`config.mk`:
```
export PLATFORM = sky130hd
export DESIGN_NAME = pbf_top
export DESIGN_NICKNAME = d
export VERILOG_FILES = /design/src/rtl/pbf_pkg.sv /design/src/rtl/pbf_classify.sv /design/src/rtl/pbf_autopoll_ctl.sv /design/src/rtl/pbf_reply_store.sv /design/src/rtl/pbf_top.sv
export SDC_FILE = /design/constraint.sdc
export NUM_CORES = 1
export LEC_CHECK = 0
export BUFFER_PORTS_ARGS = -buffer_cell sky130_fd_sc_hd__buf_2
export CORE_MARGIN = 2
export CORE_UTILIZATION = 40
export CTS_BUF_LIST = sky130_fd_sc_hd__clkbuf_4 sky130_fd_sc_hd__clkbuf_8
export DETAILED_ROUTE_END_ITERATION = 16
export HOLD_SLACK_MARGIN = 0.08
export PLACE_DENSITY = 0.77
export SYNTH_ARGS = -nofsm -noshare
export SYNTH_HDL_FRONTEND = slang
export SYNTH_HIERARCHICAL = 1
export SYNTH_SLANG_ARGS = --single-unit
```
`constraint.sdc`:
```
create_clock -name clk -period 2.2 [get_ports clk]
set_input_delay 0.11 -clock clk [delete_from_list [all_inputs] [get_ports clk]]
set_output_delay 0.11 -clock clk [all_outputs]
set_load 0.02 [all_outputs]
```
`src/rtl/pbf_pkg.sv`:
```
package pbf_pkg;

   // Action chosen for an accepted packet
   typedef enum logic [2:0] {
      ACT_NONE    = 3'd0,
      ACT_AP_LOAD = 3'd1,
      ACT_AP_OFF  = 3'd2,
      ACT_ERR     = 3'd3,
      ACT_BUS     = 3'd4
   } pbf_act_e;

   typedef enum logic {
      ST_IDLE = 1'b0,
      ST_WAIT = 1'b1
   } pbf_state_e;

   localparam int AP_MASK_W = 16;
   localparam int AP_COUNT  = 4;

endpackage

```
`src/rtl/pbf_classify.sv`:
```
module pbf_classify
   import pbf_pkg::*;
#(
   parameter int          MAX_ARGS = 16,
   parameter logic [7:0]  PFX0     = 8'h00,
   parameter logic [7:0]  PFX1     = 8'h86,
   parameter int          DECL_MAX = 252,
   localparam int         CW       = $clog2(MAX_ARGS + 1),
   localparam int         RQ       = MAX_ARGS - 2
)(
   input  logic                   kind_i,
   input  logic                   bus_present_i,
   input  logic [CW-1:0]          count_i,
   input  logic [MAX_ARGS*8-1:0]  bytes_i,
   output pbf_act_e               act_o,
   output logic [AP_MASK_W-1:0]   mask_o,
   output logic [CW-1:0]          req_len_o,
   output logic [RQ*8-1:0]        req_bytes_o
);

   logic [7:0] b0, b1, b2, b3;
   logic [8:0] count_ext;
   logic [8:0] decl_plus3;
   logic       len_ok;
   logic       is_pfx;
   logic       decl_bad;

   assign b0 = bytes_i[7:0];
   assign b1 = bytes_i[15:8];
   assign b2 = bytes_i[23:16];
   assign b3 = bytes_i[31:24];

   assign count_ext  = 9'(count_i);
   assign decl_plus3 = {1'b0, b2} + 9'd3;
   assign len_ok     = (count_ext >= 9'd2) && (count_ext <= 9'(MAX_ARGS));
   assign is_pfx     = (b0 == PFX0) && (b1 == PFX1);
   assign decl_bad   = (decl_plus3 > count_ext) || ({1'b0, b2} > 9'(DECL_MAX));
   assign mask_o     = {b2, b3};
   assign req_len_o  = count_i - CW'(2);

   always_comb begin
      act_o = ACT_NONE;
      if (kind_i) begin
         if (bus_present_i && (count_i == '0)) begin
            act_o = ACT_AP_OFF;
         end
      end else if (len_ok && bus_present_i) begin
         if (is_pfx) begin
            if (count_ext == 9'(AP_COUNT)) begin
               act_o = (mask_o != '0) ? ACT_AP_LOAD : ACT_AP_OFF;
            end
         end else if (decl_bad) begin
            act_o = ACT_ERR;
         end else begin
            act_o = ACT_BUS;
         end
      end
   end

   // Request byte 0 is the address byte, the rest skip the length field
   for (genvar i = 0; i < RQ; i++) begin : g_req
      localparam int SRC = (i == 0) ? 0 : i + 2;
      assign req_bytes_o[8*i +: 8] =
         (9'(i) < 9'(req_len_o)) ? bytes_i[8*SRC +: 8] : 8'h00;
   end

endmodule

```
`src/rtl/pbf_autopoll_ctl.sv`:
```
module pbf_autopoll_ctl
   import pbf_pkg::*;
#(
   parameter logic [AP_MASK_W-1:0] RESET_MASK = '0
)(
   input  logic                  clk,
   input  logic                  rst_n,
   input  logic                  apply_i,
   input  pbf_act_e              act_i,
   input  logic [AP_MASK_W-1:0]  mask_i,
   output logic                  en_o,
   output logic [AP_MASK_W-1:0]  mask_o
);

   always_ff @(posedge clk or negedge rst_n) begin
      if (!rst_n) begin
         en_o   <= 1'b0;
         mask_o <= RESET_MASK;
      end else if (apply_i) begin
         case (act_i)
            ACT_AP_LOAD: begin
               en_o   <= 1'b1;
               mask_o <= mask_i;
            end
            ACT_AP_OFF: en_o <= 1'b0;
            default: ;
         endcase
      end
   end

endmodule

```
`src/rtl/pbf_reply_store.sv`:
```
module pbf_reply_store #(
   parameter int  MAX_RSP = 8,
   localparam int RW      = $clog2(MAX_RSP + 1),
   localparam int SW      = $clog2(MAX_RSP + 3),
   localparam int NB      = MAX_RSP + 2
)(
   input  logic                  clk,
   input  logic                  rst_n,
   input  logic                  err_wr_i,
   input  logic                  rsp_wr_i,
   input  logic [RW-1:0]         rsp_len_i,
   input  logic [MAX_RSP*8-1:0]  rsp_bytes_i,
   input  logic                  ack_i,
   output logic                  int_o,
   output logic [SW-1:0]         size_o,
   output logic [NB*8-1:0]       bytes_o
);

   logic            wr;
   logic            ok;
   logic [SW-1:0]   nxt_size;
   logic [NB*8-1:0] nxt;

   assign wr = err_wr_i | rsp_wr_i;
   assign ok = rsp_wr_i && (rsp_len_i != '0) && (int'(rsp_len_i) <= MAX_RSP);

   assign nxt[7:0]  = ok ? 8'h01 : 8'h00;
   assign nxt[15:8] = ok ? 8'(rsp_len_i) : 8'h00;
   assign nxt_size  = ok ? (SW'(rsp_len_i) + SW'(2)) : SW'(1);

   for (genvar k = 0; k < MAX_RSP; k++) begin : g_pay
      assign nxt[8*(k+2) +: 8] =
         (ok && (int'(rsp_len_i) > k)) ? rsp_bytes_i[8*k +: 8] : 8'h00;
   end

   // A write in the same cycle as a pickup keeps the new record
   always_ff @(posedge clk or negedge rst_n) begin
      if (!rst_n) begin
         int_o   <= 1'b0;
         size_o  <= '0;
         bytes_o <= '0;
      end else if (wr) begin
         int_o   <= 1'b1;
         size_o  <= nxt_size;
         bytes_o <= nxt;
      end else if (ack_i) begin
         int_o   <= 1'b0;
         size_o  <= '0;
         bytes_o <= '0;
      end
   end

endmodule

```
`src/rtl/pbf_top.sv`:
```
module pbf_top
   import pbf_pkg::*;
#(
   parameter int          MAX_ARGS   = 16,
   parameter int          MAX_RSP    = 8,
   parameter logic [7:0]  AP_PREFIX0 = 8'h00,
   parameter logic [7:0]  AP_PREFIX1 = 8'h86,
   parameter int          DECL_MAX   = 252,
   localparam int         CW         = $clog2(MAX_ARGS + 1),
   localparam int         RW         = $clog2(MAX_RSP + 1),
   localparam int         SW         = $clog2(MAX_RSP + 3),
   localparam int         RQ         = MAX_ARGS - 2,
   localparam int         NB         = MAX_RSP + 2
)(
   input  logic                  clk,
   input  logic                  rst_n,
   input  logic                  bus_present,
   input  logic                  pkt_valid,
   input  logic                  pkt_kind,
   input  logic [CW-1:0]         pkt_count,
   input  logic [MAX_ARGS*8-1:0] pkt_bytes,
   output logic                  pkt_ready,
   output logic                  breq_valid,
   output logic [CW-1:0]         breq_len,
   output logic [RQ*8-1:0]       breq_bytes,
   input  logic                  bus_rsp_valid,
   input  logic [RW-1:0]         bus_rsp_len,
   input  logic [MAX_RSP*8-1:0]  bus_rsp_bytes,
   output logic                  ap_enable,
   output logic [15:0]           ap_mask,
   output logic                  ap_hold,
   input  logic                  rep_ack,
   output logic                  rep_int,
   output logic [SW-1:0]         rep_size,
   output logic [NB*8-1:0]       rep_bytes
);

   // Elaboration-time parameter checks
   if (MAX_ARGS < AP_COUNT || MAX_ARGS > 255) begin : g_bad_args
      $error("pbf_top: MAX_ARGS must lie in 4..255");
   end
   if (MAX_RSP < 1 || MAX_RSP > 253) begin : g_bad_rsp
      $error("pbf_top: MAX_RSP must lie in 1..253");
   end
   if (DECL_MAX < 0 || DECL_MAX > 255) begin : g_bad_decl
      $error("pbf_top: DECL_MAX must lie in 0..255");
   end

   pbf_state_e             st;
   pbf_act_e               act;
   logic [AP_MASK_W-1:0]   cls_mask;
   logic [CW-1:0]          cls_len;
   logic [RQ*8-1:0]        cls_bytes;
   logic                   accept;
   logic                   rsp_take;
   logic [CW-1:0]          req_len_q;
   logic [RQ*8-1:0]        req_bytes_q;

   assign accept   = pkt_valid && (st == ST_IDLE);
   assign rsp_take = bus_rsp_valid && (st == ST_WAIT);

   pbf_classify #(
      .MAX_ARGS (MAX_ARGS),
      .PFX0     (AP_PREFIX0),
      .PFX1     (AP_PREFIX1),
      .DECL_MAX (DECL_MAX)
   ) u_classify (
      .kind_i        (pkt_kind),
      .bus_present_i (bus_present),
      .count_i       (pkt_count),
      .bytes_i       (pkt_bytes),
      .act_o         (act),
      .mask_o        (cls_mask),
      .req_len_o     (cls_len),
      .req_bytes_o   (cls_bytes)
   );

   pbf_autopoll_ctl #(
      .RESET_MASK ('0)
   ) u_autopoll (
      .clk     (clk),
      .rst_n   (rst_n),
      .apply_i (accept),
      .act_i   (act),
      .mask_i  (cls_mask),
      .en_o    (ap_enable),
      .mask_o  (ap_mask)
   );

   pbf_reply_store #(
      .MAX_RSP (MAX_RSP)
   ) u_reply (
      .clk         (clk),
      .rst_n       (rst_n),
      .err_wr_i    (accept && (act == ACT_ERR)),
      .rsp_wr_i    (rsp_take),
      .rsp_len_i   (bus_rsp_len),
      .rsp_bytes_i (bus_rsp_bytes),
      .ack_i       (rep_ack),
      .int_o       (rep_int),
      .size_o      (rep_size),
      .bytes_o     (rep_bytes)
   );

   // Request holding register and busy state
   always_ff @(posedge clk or negedge rst_n) begin
      if (!rst_n) begin
         st          <= ST_IDLE;
         req_len_q   <= '0;
         req_bytes_q <= '0;
      end else begin
         case (st)
            ST_IDLE: begin
               if (accept && (act == ACT_BUS)) begin
                  st          <= ST_WAIT;
                  req_len_q   <= cls_len;
                  req_bytes_q <= cls_bytes;
               end
            end
            ST_WAIT: begin
               if (bus_rsp_valid) begin
                  st          <= ST_IDLE;
                  req_len_q   <= '0;
                  req_bytes_q <= '0;
               end
            end
            default: st <= ST_IDLE;
         endcase
      end
   end

   assign pkt_ready  = (st == ST_IDLE);
   assign breq_valid = (st == ST_WAIT);
   assign ap_hold    = (st == ST_WAIT);
   assign breq_len   = req_len_q;
   assign breq_bytes = req_bytes_q;

endmodule

```
==> metrics.md <==
| Metric | Value |
|---|---|
| Total Wirelength | `38.04 mm` |
| R2R Path End | `u_reply/bytes_o[75]$_DFFE_PN0P_` |
| Die Y | `165.4 um` |
| Worst-Margin Slew | `0.8073 ns` |
| R2R cell count | `7` |
| IO Pins | `430` |
| Final Skew | `0.01877 ns` |
| CTS Buffer Depth | `3` |
| Post-synth top area share | `50.22%` |
| CP required | `2.61 ns` |
| Hold Vio Cnt, Final | `0` |
| CTS tree | `yes` |
| Synthesized area per cell | `10.34 um2` |
| Post-route cell area | `0.01646 mm2` |
| Post-layout min period | `2.321 ns` |
| Mapped Area | `0.01041 mm2` |
| Max-cap violations | `0` |
| DR WL/cell | `18.79 um` |
| Drt pass-1 iters | `5` |
| Vias in the first global route | `10390` |
| Synth area leaders | `dfrtp_1 50%, mux2i_1 11%, nand2_1 5.9%, and2_1 4.9%, inv_1 4.8%` |
| Antenna Nets Post-Route | `0` |
| Final Setup Violations | `172` |
| Worst Setup SP | `pkt_bytes[2]` |
| Clock transition at path regs | `0.06 ns` |
| Period utilization | `105.5%` |
| Multi-input gate area | `0.004463 mm2` |
| CP max stage cell | `dlygate4sd3_1` |
| Status | `finished with violations` |
| Placed cell count | `1756` |
| Register bit total from synthesis | `209` |
| Die Wd | `165.4 um` |
| First-pass GRT wire length | `53.79 mm` |
| Hold/Removal Path Class | `in -> reg` |
| Routability-driven placement congestion ratio | `0.8343` |
| Leak | `9.439 nW` |
| Area grow syn2layout | `58.00%` |
| Violated checks | `setup timing` |
| RSZ-0062 raised after global routing | `yes` |
| Sequential fraction of the synthesis area | `50.22%` |
| Launch point of the worst reg-to-reg path | `ap_hold$_DFF_PN0_` |
| Register area | `0.005230 mm2` |
| Most common cell on crit path | `nand4_1` |
| Final worst slack | `-0.1215 ns` |
| Root buffer cell | `clkbuf_8` |
| Crit-path max FO | `19` |
| YS warnings | `6` |
| Finished Layout Cells | `2025` |
| Crit. End Element | `register` |
| Global-route usage over all layers | `25.16%` |
| Die area | `0.02734 mm2` |
| Hold Crit Depth | `4` |
| Primary FF master, synth | `dfrtp_1` |
| Grt ovf | `0` |
| Share of cells above drive strength 1 | `36.71%` |
| Largest net degree at the start of global routing | `118` |
| Core footprint | `0.02584 mm2` |
| R2R setup slack | `0.42 ns` |
| Worst skew pair latency | `0.52 ns` |
| CP Cell Sequence | `dlygate4sd3_1 -> nor4_2 -> nand4_1 -> nand4_1 -> o211ai_1 -> nand2_2 -> nand3_2 -> nor2_4 -> nor3_4 -> buf_4 -> clkbuf_16 -> a22o_1` |
| Final HPWL DP | `22.48 mm` |
| Synth area leader | `dfrtp_1` |
| DR iter-0 viols | `791` |
| Kind of critical path | `in -> reg` |
| Initial core utilization | `40.31%` |
| PD cells | `639.0 mW/mm2` |
| Post-route DRC | `0` |
| Ys async rst share | `100.0%` |
| VDD IR max | `499.3 uV` |
| Row Count | `59` |
| CP startpoint kind | `input port` |
| Max-Slew Margin vs Limit | `45.93%` |
| Synth unique cells | `65` |
| Crit path to | `u_reply/bytes_o[75]$_DFFE_PN0P_` |
| Max stage delay on crit path | `0.58 ns` |
| Num CTS Buffers | `37` |
| Fillers | `1883` |
| Area after DPL | `0.01325 mm2` |
| Final Max Slew Viols | `0` |
| Via count | `10140` |
| Vias per inst | `5.008` |
| Instance count of the mapped netlist | `1007` |
| Initial antenna violation count | `0` |
| Clock sinks | `209` |
| WP data arrival | `2.74 ns` |
| Nets@finish | `1890` |
| Achievable Freq | `430.8 MHz` |
| Post-synth EDFFs | `0` |
| H-tree depth | `2` |
| Port bufs | `418` |
==> how the worst min path moves through the flow <==
stage,start,endpoint
4_1_cts,pkt_kind,u_autopoll/en_o$_DFFE_PN0P_
5_1_grt,pkt_bytes[5],breq_bytes[5]$_DFFE_PN0P_
2_1_floorplan,rst_n,ap_hold$_DFF_PN0_
6_report,pkt_bytes[3],breq_bytes[3]$_DFFE_PN0P_
3_5_place_dp,rst_n,breq_bytes[34]$_DFFE_PN0P_
3_3_place_gp,rst_n,breq_bytes[34]$_DFFE_PN0P_
==> routing by layer <==
layer	global-route usage [%]	part of all wire (%)
met1	27.87	37
met2	43.26	50
met3	6.993	7.5
met4	14.81	5.4
met5	0	0
==> timing repair <==
item / 4_1_cts / 5_1_grt
endpoints found under the setup margin: 85 / 204
pin swaps: 2 / 22
gates cloned: 0 / 10
hold buffers: 193 / 0
buffers inserted: 1 / 10
resized for setup: 7 / 45
endpoints found under the hold margin: 289 / 0
==> synth_stat cells, drive strengths merged, types with 3 or more instances <==
cell type    n
o21ai       24
nor2b       40
a32o         8
inv        135
dfrtp      209
buf         54
nand2b       4
o31ai        3
mux2i      118
o211ai       4
nor4         5
nor4b        4
o21a         3
a31oi        5
nor3         4
nand4        4
nand3        4
xnor2        4
a22o        43
mux2        16
nor2         9
a21boi       3
clkbuf      21
ha          14
and2        82
nand2      167
==> final cells by class <==
class                   count  area share, %
flip-flops and latches    209          31.78
multi-input cells         598          27.12
repair buffers            687          30.69
diodes                      1        0.01521
inverters                 135          3.201
clock inverters             7         0.5474
clock buffers              53          4.091
well taps                 335          2.547
==> layout by cell type (no fill, tap or decap), types with 10 or more instances in the layout <==
cell type	synthesis	routed
buf_4	30	49
clkbuf_16	0	10
clkbuf_8	0	45
mux2_4	0	10
conb_1	1	11
dfrtp_1	209	209
o21ai_0	21	19
inv_1	134	131
and2_1	81	81
mux2i_1	118	110
buf_2	13	409
a22o_1	43	43
buf_12	0	15
nand2_1	165	162
ha_1	14	11
dlygate4sd3_1	0	190
nor2b_1	39	37
==> sequential cells by signal, indices dropped and copies added, names as in the netlist <==
register           flops
u_reply/bytes_o       69
ap_hold                1
u_reply/size_o         4
u_reply/int_o          1
u_autopoll/en_o        1
breq_len               5
u_autopoll/mask_o     16
breq_bytes           112
==> where the power goes <==
group,total [mW],leakage [nW],switching (mW),internal (mW)
Sequential,4.32,2.86,0.176,4.14
Clock,3.85,0.398,1.66,2.19
Combinational,2.34,6.18,1.28,1.06
Total,10.5,9.44,3.12,7.39
==> kinds of logic after synthesis <==
group,synth area share [%]
simple gates,16.36
buf+inv,9.575
flops,50.22
mux,13.07
compound gates,8.458
fa+ha+maj,1.682
xor+xnor,0.6008
other cells,0.03601
==> per-stage QoR <==
step	setup slack, ns	hold WS (ns)	setup TNS, ns	utilization [%]	power [mW]
global route	-0.1673	0.1381	-16.24	63.68	10.96
detailed placement	-0.6992	0.1972	-117.14	51.26	6.292
floorplan	-0.3574	-0.1856	-23.49	-	5.467
CTS	0.009777	0.09663	0	61.83	10.42
finish	-0.1215	0.1451	-8.754	63.69	10.51
global placement	-0.6360	0.1953	-103.66	51.26	6.239
==> critical path: cells and delay by family <==
| kind | cells | cell delay, ns |
|---|---|---|
| AO/OA/AOI/OAI | 2 | 0.39 |
| buffers and inverters | 3 | 0.93 |
| AND/OR/NAND/NOR | 7 | 1.30 |
No activity file was read; power rests on OpenSTA's default activity.
